==> src/rtl/tfseq_pkg.sv <==
package tfseq_pkg;

    localparam logic [7:0] ST_BUSY  = 8'h80;
    localparam logic [7:0] ST_READY = 8'h40;
    localparam logic [7:0] ST_FAULT = 8'h20;
    localparam logic [7:0] ST_DREQ  = 8'h08;
    localparam logic [7:0] ST_ERROR = 8'h01;

    localparam logic [7:0] OP_IDENTIFY = 8'hEC;
    localparam logic [7:0] OP_FLUSH    = 8'hE7;

    localparam logic [7:0] ERRREG_ABORT = 8'h04;

    localparam int DEV_DRIVE_BIT = 4;

    typedef enum logic [2:0] {
        OFS_DATA  = 3'd0,
        OFS_FEAT  = 3'd1,
        OFS_COUNT = 3'd2,
        OFS_ADR0  = 3'd3,
        OFS_ADR1  = 3'd4,
        OFS_ADR2  = 3'd5,
        OFS_DEV   = 3'd6,
        OFS_CMDST = 3'd7
    } tf_ofs_e;

    typedef enum logic [1:0] {
        PH_IDLE  = 2'd0,
        PH_XFER  = 2'd1,
        PH_FLUSH = 2'd2
    } phase_e;

    typedef enum logic [1:0] {
        CK_IDENT = 2'd0,
        CK_FLUSH = 2'd1,
        CK_BAD   = 2'd2
    } cmd_kind_e;

    typedef struct packed {
        logic [7:0] count;
        logic [7:0] adr_lo;
        logic [7:0] adr_mid;
        logic [7:0] adr_hi;
        logic [7:0] device;
    } tf_regs_t;

    function automatic cmd_kind_e classify(input logic [7:0] op);
        cmd_kind_e k;
        case (op)
            OP_IDENTIFY: k = CK_IDENT;
            OP_FLUSH:    k = CK_FLUSH;
            default:     k = CK_BAD;
        endcase
        return k;
    endfunction

    function automatic logic [7:0] status_byte(input phase_e ph, input logic err);
        logic [7:0] s;
        case (ph)
            PH_XFER:  s = ST_READY | ST_DREQ;
            PH_FLUSH: s = ST_BUSY | ST_READY;
            default:  s = ST_READY | (err ? ST_ERROR : 8'h00);
        endcase
        return s;
    endfunction

    function automatic logic [15:0] swap16(input logic [15:0] w);
        return {w[7:0], w[15:8]};
    endfunction

endpackage

==> src/rtl/tfseq_regs.sv <==
module tfseq_regs
    import tfseq_pkg::*;
(
    input  logic       clk,
    input  logic       rst,
    input  logic       wr_en,
    input  logic [2:0] addr,
    input  logic [7:0] wdata,
    output tf_regs_t   regs,
    output logic       cmd_stb,
    output logic [7:0] cmd_op,
    output logic       drive_sel
);

    always_ff @(posedge clk) begin
        if (rst) begin
            regs <= '0;
        end else if (wr_en) begin
            case (addr)
                OFS_COUNT: regs.count   <= wdata;
                OFS_ADR0:  regs.adr_lo  <= wdata;
                OFS_ADR1:  regs.adr_mid <= wdata;
                OFS_ADR2:  regs.adr_hi  <= wdata;
                OFS_DEV:   regs.device  <= wdata;
                default: ;
            endcase
        end
    end

    assign cmd_stb   = wr_en && (addr == OFS_CMDST);
    assign cmd_op    = wdata;
    assign drive_sel = regs.device[DEV_DRIVE_BIT];

    // a byte register only changes on a write to its own offset
    assert_count_hold_R2: assert property (@(posedge clk) disable iff (rst)
        !(wr_en && addr == OFS_COUNT) |=> $stable(regs.count));

    assert_device_hold_R2: assert property (@(posedge clk) disable iff (rst)
        !(wr_en && addr == OFS_DEV) |=> $stable(regs.device));

endmodule

==> src/rtl/tfseq_ctrl.sv <==
module tfseq_ctrl
    import tfseq_pkg::*;
#(
    parameter int WORDS = 256,
    localparam int AW = $clog2(WORDS)
) (
    input  logic          clk,
    input  logic          rst,
    input  logic          cmd_stb,
    input  logic [7:0]    cmd_op,
    input  logic          drive_sel,
    input  logic          data_rd,
    input  logic          status_rd,
    input  logic          flush_done,
    output phase_e        phase,
    output logic          err_flag,
    output logic          irq,
    output logic [AW-1:0] word_idx
);

    localparam logic [AW-1:0] LAST_IDX = AW'(WORDS - 1);

    logic      accept;
    logic      raise;
    cmd_kind_e kind;

    assign kind   = classify(cmd_op);
    assign accept = cmd_stb && (phase != PH_FLUSH) && !drive_sel;

    always_comb begin
        raise = 1'b0;
        if (accept) begin
            raise = (kind != CK_FLUSH);
        end else if (phase == PH_FLUSH && flush_done) begin
            raise = 1'b1;
        end
    end

    always_ff @(posedge clk) begin
        if (rst) begin
            phase    <= PH_IDLE;
            err_flag <= 1'b0;
            word_idx <= '0;
        end else if (accept) begin
            word_idx <= '0;
            case (kind)
                CK_IDENT: begin
                    phase    <= PH_XFER;
                    err_flag <= 1'b0;
                end
                CK_FLUSH: begin
                    phase    <= PH_FLUSH;
                    err_flag <= 1'b0;
                end
                default: begin
                    phase    <= PH_IDLE;
                    err_flag <= 1'b1;
                end
            endcase
        end else if (phase == PH_XFER && data_rd) begin
            if (word_idx == LAST_IDX) begin
                phase    <= PH_IDLE;
                word_idx <= '0;
            end else begin
                word_idx <= word_idx + 1'b1;
            end
        end else if (phase == PH_FLUSH && flush_done) begin
            phase <= PH_IDLE;
        end
    end

    always_ff @(posedge clk) begin
        if (rst) begin
            irq <= 1'b0;
        end else if (raise) begin
            irq <= 1'b1;
        end else if (status_rd) begin
            irq <= 1'b0;
        end
    end

    // busy holds until the completion pulse
    assert_flush_hold_R6: assert property (@(posedge clk) disable iff (rst)
        (phase == PH_FLUSH && !flush_done) |=> (phase == PH_FLUSH));

    // command strobes during busy leave the error state alone
    assert_busy_ignore_R9: assert property (@(posedge clk) disable iff (rst)
        (phase == PH_FLUSH && cmd_stb) |=> $stable(err_flag));

    // a status read with no new event drops the interrupt
    assert_irq_clear_R7: assert property (@(posedge clk) disable iff (rst)
        (status_rd && !raise) |=> !irq);

    // the data phase only moves on a data read or a new command
    assert_xfer_hold_R4: assert property (@(posedge clk) disable iff (rst)
        (phase == PH_XFER && !data_rd && !cmd_stb) |=> (phase == PH_XFER && $stable(word_idx)));

    // the word index stays at zero outside the data phase
    assert_idx_idle_R11: assert property (@(posedge clk) disable iff (rst)
        (phase != PH_XFER) |-> (word_idx == '0));

    // drive 1 selected, idle: a command changes nothing
    assert_drive1_ignore_R10: assert property (@(posedge clk) disable iff (rst)
        (cmd_stb && drive_sel && phase == PH_IDLE) |=> (phase == PH_IDLE && $stable(err_flag)));

endmodule

==> src/rtl/tfseq_dport.sv <==
module tfseq_dport
    import tfseq_pkg::*;
#(
    parameter int WORDS        = 256,
    parameter int CACHE_WORD   = 85,
    parameter int CACHE_BIT    = 5,
    parameter int SERIAL_FIRST = 10,
    parameter int SERIAL_LAST  = 19,
    parameter bit SWAP_SERIAL  = 1'b1,
    localparam int AW = $clog2(WORDS)
) (
    input  logic [AW-1:0] word_idx,
    input  logic          drq,
    input  logic [15:0]   buf_word,
    output logic [15:0]   data_word
);

    logic [15:0] shaped;
    logic        in_serial;

    assign in_serial = (32'(word_idx) >= SERIAL_FIRST) && (32'(word_idx) <= SERIAL_LAST);

    generate
        if (SWAP_SERIAL) begin : g_swap
            always_comb begin
                shaped = in_serial ? swap16(buf_word) : buf_word;
                if (32'(word_idx) == CACHE_WORD) shaped[CACHE_BIT] = 1'b1;
            end
        end else begin : g_plain
            always_comb begin
                shaped = buf_word;
                if (32'(word_idx) == CACHE_WORD) shaped[CACHE_BIT] = 1'b1;
            end
        end
    endgenerate

    assign data_word = drq ? shaped : 16'h0000;

    // the data port is silent outside a data-request phase
    always_comb begin
        if (!drq) assert_quiet_port_R11: assert (data_word == 16'h0000);
    end

endmodule

==> src/rtl/taskfile_seq.sv <==
module taskfile_seq
    import tfseq_pkg::*;
#(
    parameter int WORDS = 256,
    localparam int AW = $clog2(WORDS)
) (
    input  logic          clk,
    input  logic          rst,
    input  logic [2:0]    bus_addr,
    input  logic          bus_wr,
    input  logic          bus_rd,
    input  logic [7:0]    bus_wdata,
    output logic [15:0]   bus_rdata,
    input  logic          flush_done,
    output logic [AW-1:0] buf_addr,
    input  logic [15:0]   buf_word,
    output logic          irq
);

    tf_regs_t      regs;
    logic          cmd_stb;
    logic [7:0]    cmd_op;
    logic          drive_sel;
    phase_e        phase;
    logic          err_flag;
    logic [AW-1:0] word_idx;
    logic [15:0]   data_word;
    logic          data_rd;
    logic          status_rd;
    logic [7:0]    status;

    assign data_rd   = bus_rd && (bus_addr == OFS_DATA);
    assign status_rd = bus_rd && (bus_addr == OFS_CMDST);
    assign status    = status_byte(phase, err_flag);

    tfseq_regs u_regs (
        .clk       (clk),
        .rst       (rst),
        .wr_en     (bus_wr),
        .addr      (bus_addr),
        .wdata     (bus_wdata),
        .regs      (regs),
        .cmd_stb   (cmd_stb),
        .cmd_op    (cmd_op),
        .drive_sel (drive_sel)
    );

    tfseq_ctrl #(.WORDS(WORDS)) u_ctrl (
        .clk        (clk),
        .rst        (rst),
        .cmd_stb    (cmd_stb),
        .cmd_op     (cmd_op),
        .drive_sel  (drive_sel),
        .data_rd    (data_rd),
        .status_rd  (status_rd),
        .flush_done (flush_done),
        .phase      (phase),
        .err_flag   (err_flag),
        .irq        (irq),
        .word_idx   (word_idx)
    );

    tfseq_dport #(.WORDS(WORDS)) u_dport (
        .word_idx  (word_idx),
        .drq       (phase == PH_XFER),
        .buf_word  (buf_word),
        .data_word (data_word)
    );

    assign buf_addr = word_idx;

    always_comb begin
        case (bus_addr)
            OFS_DATA:  bus_rdata = data_word;
            OFS_FEAT:  bus_rdata = {8'h00, err_flag ? ERRREG_ABORT : 8'h00};
            OFS_COUNT: bus_rdata = {8'h00, regs.count};
            OFS_ADR0:  bus_rdata = {8'h00, regs.adr_lo};
            OFS_ADR1:  bus_rdata = {8'h00, regs.adr_mid};
            OFS_ADR2:  bus_rdata = {8'h00, regs.adr_hi};
            OFS_DEV:   bus_rdata = {8'h00, regs.device};
            default:   bus_rdata = {8'h00, status};
        endcase
    end

    // the fault bit never shows and busy never pairs with data request
    always_comb begin
        assert_status_legal_R3: assert ((status & ST_FAULT) == 8'h00 &&
            !((status & ST_BUSY) != 8'h00 && (status & ST_DREQ) != 8'h00));
    end

endmodule

==> config.mk <==
export PLATFORM = sky130hd
export DESIGN_NAME = taskfile_seq
export DESIGN_NICKNAME = d
export VERILOG_FILES = /design/src/rtl/tfseq_pkg.sv /design/src/rtl/tfseq_regs.sv /design/src/rtl/tfseq_ctrl.sv /design/src/rtl/tfseq_dport.sv /design/src/rtl/taskfile_seq.sv
export SDC_FILE = /design/constraint.sdc
export NUM_CORES = 1
export LEC_CHECK = 0
export BUFFER_PORTS_ARGS = -buffer_cell sky130_fd_sc_hd__buf_2
export CAP_MARGIN = 20
export CELL_PAD_IN_SITES_DETAIL_PLACEMENT = 2
export CELL_PAD_IN_SITES_GLOBAL_PLACEMENT = 2
export CORE_MARGIN = 4
export CORE_UTILIZATION = 37
export CTS_BUF_LIST = sky130_fd_sc_hd__clkbuf_4 sky130_fd_sc_hd__clkbuf_8 sky130_fd_sc_hd__clkbuf_16
export DETAILED_ROUTE_END_ITERATION = 16
export PLACE_DENSITY_LB_ADDON = 0.1
export SLEW_MARGIN = 20
export SYNTH_ARGS = -nofsm -noshare
export SYNTH_HDL_FRONTEND = slang
export SYNTH_HIERARCHICAL = 1
export SYNTH_SLANG_ARGS = --single-unit
==> constraint.sdc <==
create_clock -name clk -period 5.6 [get_ports clk]
set_input_delay 1.12 -clock clk [delete_from_list [all_inputs] [get_ports clk]]
set_output_delay 1.12 -clock clk [all_outputs]
set_load 0.01 [all_outputs]
Word-level counts from Yosys, hierarchy flattened
Cells that the tools add are included.

word-level totals
  word-level logic and storage cells = 69
  flip-flop bits (word level) = 52
  output and inout port bits = 25

operators by class
  eq/ne operators = 17
  reductions and logical operators = 21
  multiplexer cells = 19
  magnitude comparators = 2
  add/subtract/negate cells = 1

operators with widths
  kind                 number
  $pmux 16 s7          1
  $mux 16              2
  $eq 8x8->1 const B   3
  $pmux 8 s2           1
  $eq 3x3->1 const B   4
  $reduce_and 2->1     6
  $add 8x1->8 const B  1
  $eq 8x7->1 const B   1
  $ge 8x4->1 const B   1
  $le 8x5->1 const B   1
  $logic_and 1x1->1    8
  $mux 2               4
  $mux 8               1
  $pmux 2 s2           2
  $mux 1               7
  $eq 3x2->1 const B   2
  $eq 2x1->1 const B   2
  $reduce_or 2->1      2
  $eq 3x1->1 const B   1
  $logic_not 3->1      1
  $mux 3               1
  $ne 3x2->1 const B   1
  $reduce_bool 3->1    1
  $eq 2x2->1 const B   1
  other kinds (5)      5

Depth between registers and ports, before layout
  word-level depth = 6
  depth in mapped cells = 9
  gate-level depth less buffers = 8

Modules after synthesis
Netlist, hierarchy kept.

by module, submodules not included
  module        area each (um^2)  sequential area each (um^2)  times used  cells each
  tfseq_regs    1,711.6           800.8                        1           154
  tfseq_ctrl    656.9             240.2                        1           71
  taskfile_seq  579.3             0.0                          1           80
  tfseq_dport   426.7             0.0                          1           62

Worst setup path after synthesis
No wires, ideal clock.

  path kind = input-to-output
  start point = in bus_addr[1]
  end point = out bus_rdata[3]
  slack = 2.479 ns
  arrival time = 2.001 ns
  stages on the path = 4
  required time = 4.480 ns
  path through = buf_6 -> mux2_4 -> a22o_1 -> mux2_4

on the way
  longest elaborated chain between the ends = 2
  elaborated cells between the ends (all ways) = 8
  those cells by class = 6 x eq/ne; 1 x mux; 1 x reduce/logical

ends and longest elaborated chain
  item                                      RTL line            source
  from (decl)                               taskfile_seq.sv:9   input logic [2:0] bus_addr,
  $eq 3x3->1, or another cell as far along  taskfile_seq.sv:73  case (bus_addr)
  $pmux 16 s7 (*)                           taskfile_seq.sv:73
  to (decl)                                 taskfile_seq.sv:13  output logic [15:0] bus_rdata,

Mark *: on every way between the ends. The rest lies on a longest branch, timed or not.

Worst setup path after layout
Ends and elaborated chain as after synthesis.

==> summary.md <==
| Metric | Value |
|---|---|
| Hold_buf cts | 0 |
| Initial antenna violation count | 0 |
| Root Buffer Master | clkbuf_8 |
| Antenna Cells | 0 |
| Yosys warnings | 6 |
| Pre-CTS setup slack | 1848 ps |
| Initial DRC count | 44 |
| First-pass GRT wire length | 16.44 mm |
| GP Congestion | 0.7158 |
| CP Launch Point | bus_addr[1] |
| Fin crit period | 3747 ps |
| Via count | 2,814 |
| Synth Area per Inst | 9.195 sq um |
| CP cell instances | buf_2 > mux4_2 > mux2_4 > buf_2 |
| Worst-path clk slew | 100 ps |
| CTS buffer count | 5 |
| H-tree Lvls | 2 |
| Die height | 103.5 um |
| P_leak | 0.001611 uW |
| Arr. time, crit path | 2630 ps |
| Worst setup EP type | output port |
| Die W | 103.5 um |
| DRC Markers | 0 |
| Pwr/cell area | 202.8 nW/um^2 |
| Setup CP Type | input pin to output port |
| Ys async rst share | 0% |
| Post-DP HPWL | 7.209 mm |
| Crit path max fanout | 31 |
| Total grt overflow | 0 |
| Top cells by area, synth | dfxtp_1 31%, mux2i_1 14%, nand2b_1 9.3%, buf_4 2.9%, nand3_1 2.7% |
| Top-count cell post-synth | dfxtp_1 |
| # Max-Cap Violations | 0 |
| Most frequent cell on the critical path | buf_2 |
| Predominant post-synthesis flop cell | dfxtp_1 |
| Post-synthesis cell area | 3374 sq um |
| Clock sink count | 52 |
| Final Hold Violating Endpoints | 0 |
| Setup TNS | 0 ps |
| Worst-margin pin slew | 823.3 ps |
| Routed length per instance | 19.36 um |
| Area Overhead vs Synth | 9.937% |
| Die area | 10,710 sq um |
| RSZ-0062 raised after global routing | false |
| Rows | 34 |
| Critical R2R Launch | u_ctrl/phase[0] |
| Initial cell density of the core | 38.32% |
| # fillers | 1,002 |
| Fin worst setup slack | 1853 ps |
| Nets@finish | 435 |
| Synth cell types | 65 |
| Post-CTS Repair Setup Buffers | 0 |
| Number of global-route vias before repair | 3,080 |
| Hold Crit Start | u_regs/regs[25] |
| Max Slew Vio Count | 0 |
| Number of synthesized flops with an enable pin | 0 |
| All-Layer GR Usage | 18.55% |
| Top-level I/O count | 57 |
| CP max-delay cell | mux4_2 |
| Largest area contributor in the netlist | dfxtp_1 |
| Status | finished, final reports clean |
| Clock Skews | 13.03 ps |
| Clk buf depth | 2 |
| DR pass1 iterations | 4 |
| Drt total wl | 9.852 mm |
| Slew Limit Headroom | 44.82% |
| Post-DRT Antenna Nets | 0 |
| CTS tree | built |
| Setup Viol. Count Final | 0 |
| Hold_ws | 485.9 ps |
| Max frequency | 0.2669 GHz |
| Post-Route Utilization | 42.13% |
| Post-CTS sizing | 0 |
| Cells after Synth | 367 |
| Via-to-Cell Ratio | 5.528 |
| Synth top cells by count | 52 x dfxtp_1, 50 x nand2b_1, 46 x mux2i_1 |
| Syn Nets | 402 |
| Seq/Total Area, Yosys | 30.85% |
| Clock Latency Late Sink | 310 ps |
| Largest net degree at the start of global routing | 56 |
| Layout cells sized above 1 | 22.44% |
| Hold Crit Class | flip-flop to flip-flop |
| Critical Path Max Stage Delay | 580 ps |
| Worst EP required | 4480 ps |
| Yosys top cell area share | 30.85% |
| Period utilization | 66.90% |
| Port buffer count | 56 |
| Core area | 8806 sq um |
| Post-synthesis register bit count | 52 |
| Startpoint types | input pin |
| Max rail drop VDD | 135.9 uV |
-- critical path, delay by kind of cell --
kind     cells  cell delay, ps
buf+inv      2             640
mux          2             860
-- cell families after synthesis --
group | count (synthesis) | synth area share [%]
AND/OR/NAND/NOR | 152 | 29.48
AO/OA/AOI/OAI | 65 | 12.79
multiplexers | 54 | 17.54
flip-flops | 52 | 30.85
buffers and inverters | 35 | 6.674
XOR/XNOR | 6 | 1.557
adder cells (fa/ha/maj) | 3 | 1.112
-- layout by cell type, fill, tap and decap left out, drive strengths merged, types with 2 or more instances in the layout --
cell     count
mux4         3
nor4         3
nor3         4
nand3       18
nand4bb      3
ha           3
a21boi      16
inv          5
a22oi        2
nor3b        2
and4         2
nand2b      52
clkbuf       7
or3          2
o22ai        3
o21ai       21
nand4b       5
o32ai        2
a21oi       11
xnor2        4
nor2b        7
and2         9
mux2i       46
nand4        3
and3         2
nand2       12
mux2         5
dfxtp       52
nor2        20
xor2         2
a221oi       2
nand3b       3
buf         56
a31oi        3
-- where the power goes --
group | switching, uW | total [uW] | internal [uW]
Sequential | 4.14 | 381 | 376
Clock | 129 | 287 | 158
Combinational | 49.3 | 85.0 | 35.7
-- area by class of cell --
| type | count | area [sq um] | area share, % |
|---|---|---|---|
| timing repair buffer | 56 | 280.3 | 7.555 |
| tap | 108 | 135.1 | 3.643 |
| clock inverter | 1 | 30.03 | 0.8094 |
| multi-input combinational | 280 | 2108 | 56.83 |
| sequential | 52 | 1041 | 28.06 |
| inverter | 5 | 18.77 | 0.5059 |
| clock buffer | 7 | 96.34 | 2.597 |
-- path summary, 6_finish.rpt --
| path | end | slack [ps] | cells after the start |
|---|---|---|---|
| worst max-delay path | bus_rdata[3] | 1850 | 4 |
| worst min-delay path | u_regs/regs[25] | 490 | 2 |
| worst max register to register | u_ctrl/phase[1] | 4050 | 4 |
| worst min register to register | u_regs/regs[25] | 490 | 2 |
-- routing by layer --
layer | up-vias | wire length (um) | global-route usage, %
met4 | 0 | 108 | 3.894
met1 | 1397 | 4538 | 23.34
met2 | 48 | 4878 | 33.32
met5 | - | 0 | 0
li1 | 1361 | - | -
met3 | 8 | 327 | 3.172
-- metrics by stage --
| step | std cells | instance area [sq um] | total power [uW] |
|---|---|---|---|
| floorplan | 367 | 3374 | 445.2 |
| global placement | 501 | 3583 | 472.2 |
| detailed placement | 501 | 3583 | 474.5 |
| CTS | 509 | 3710 | 763.1 |
| global route | 509 | 3710 | 787.0 |
| finish | 509 | 3710 | 752.4 |
-- sequential cells by signal, summed over array words and instances, names as in the netlist --
register,count
u_ctrl/irq,1
u_ctrl/err_flag,1
u_ctrl/phase,2
u_regs/regs,39
u_ctrl/word_idx,8
u_regs/drive_sel,1
Power figures use the tool's default switching activity.
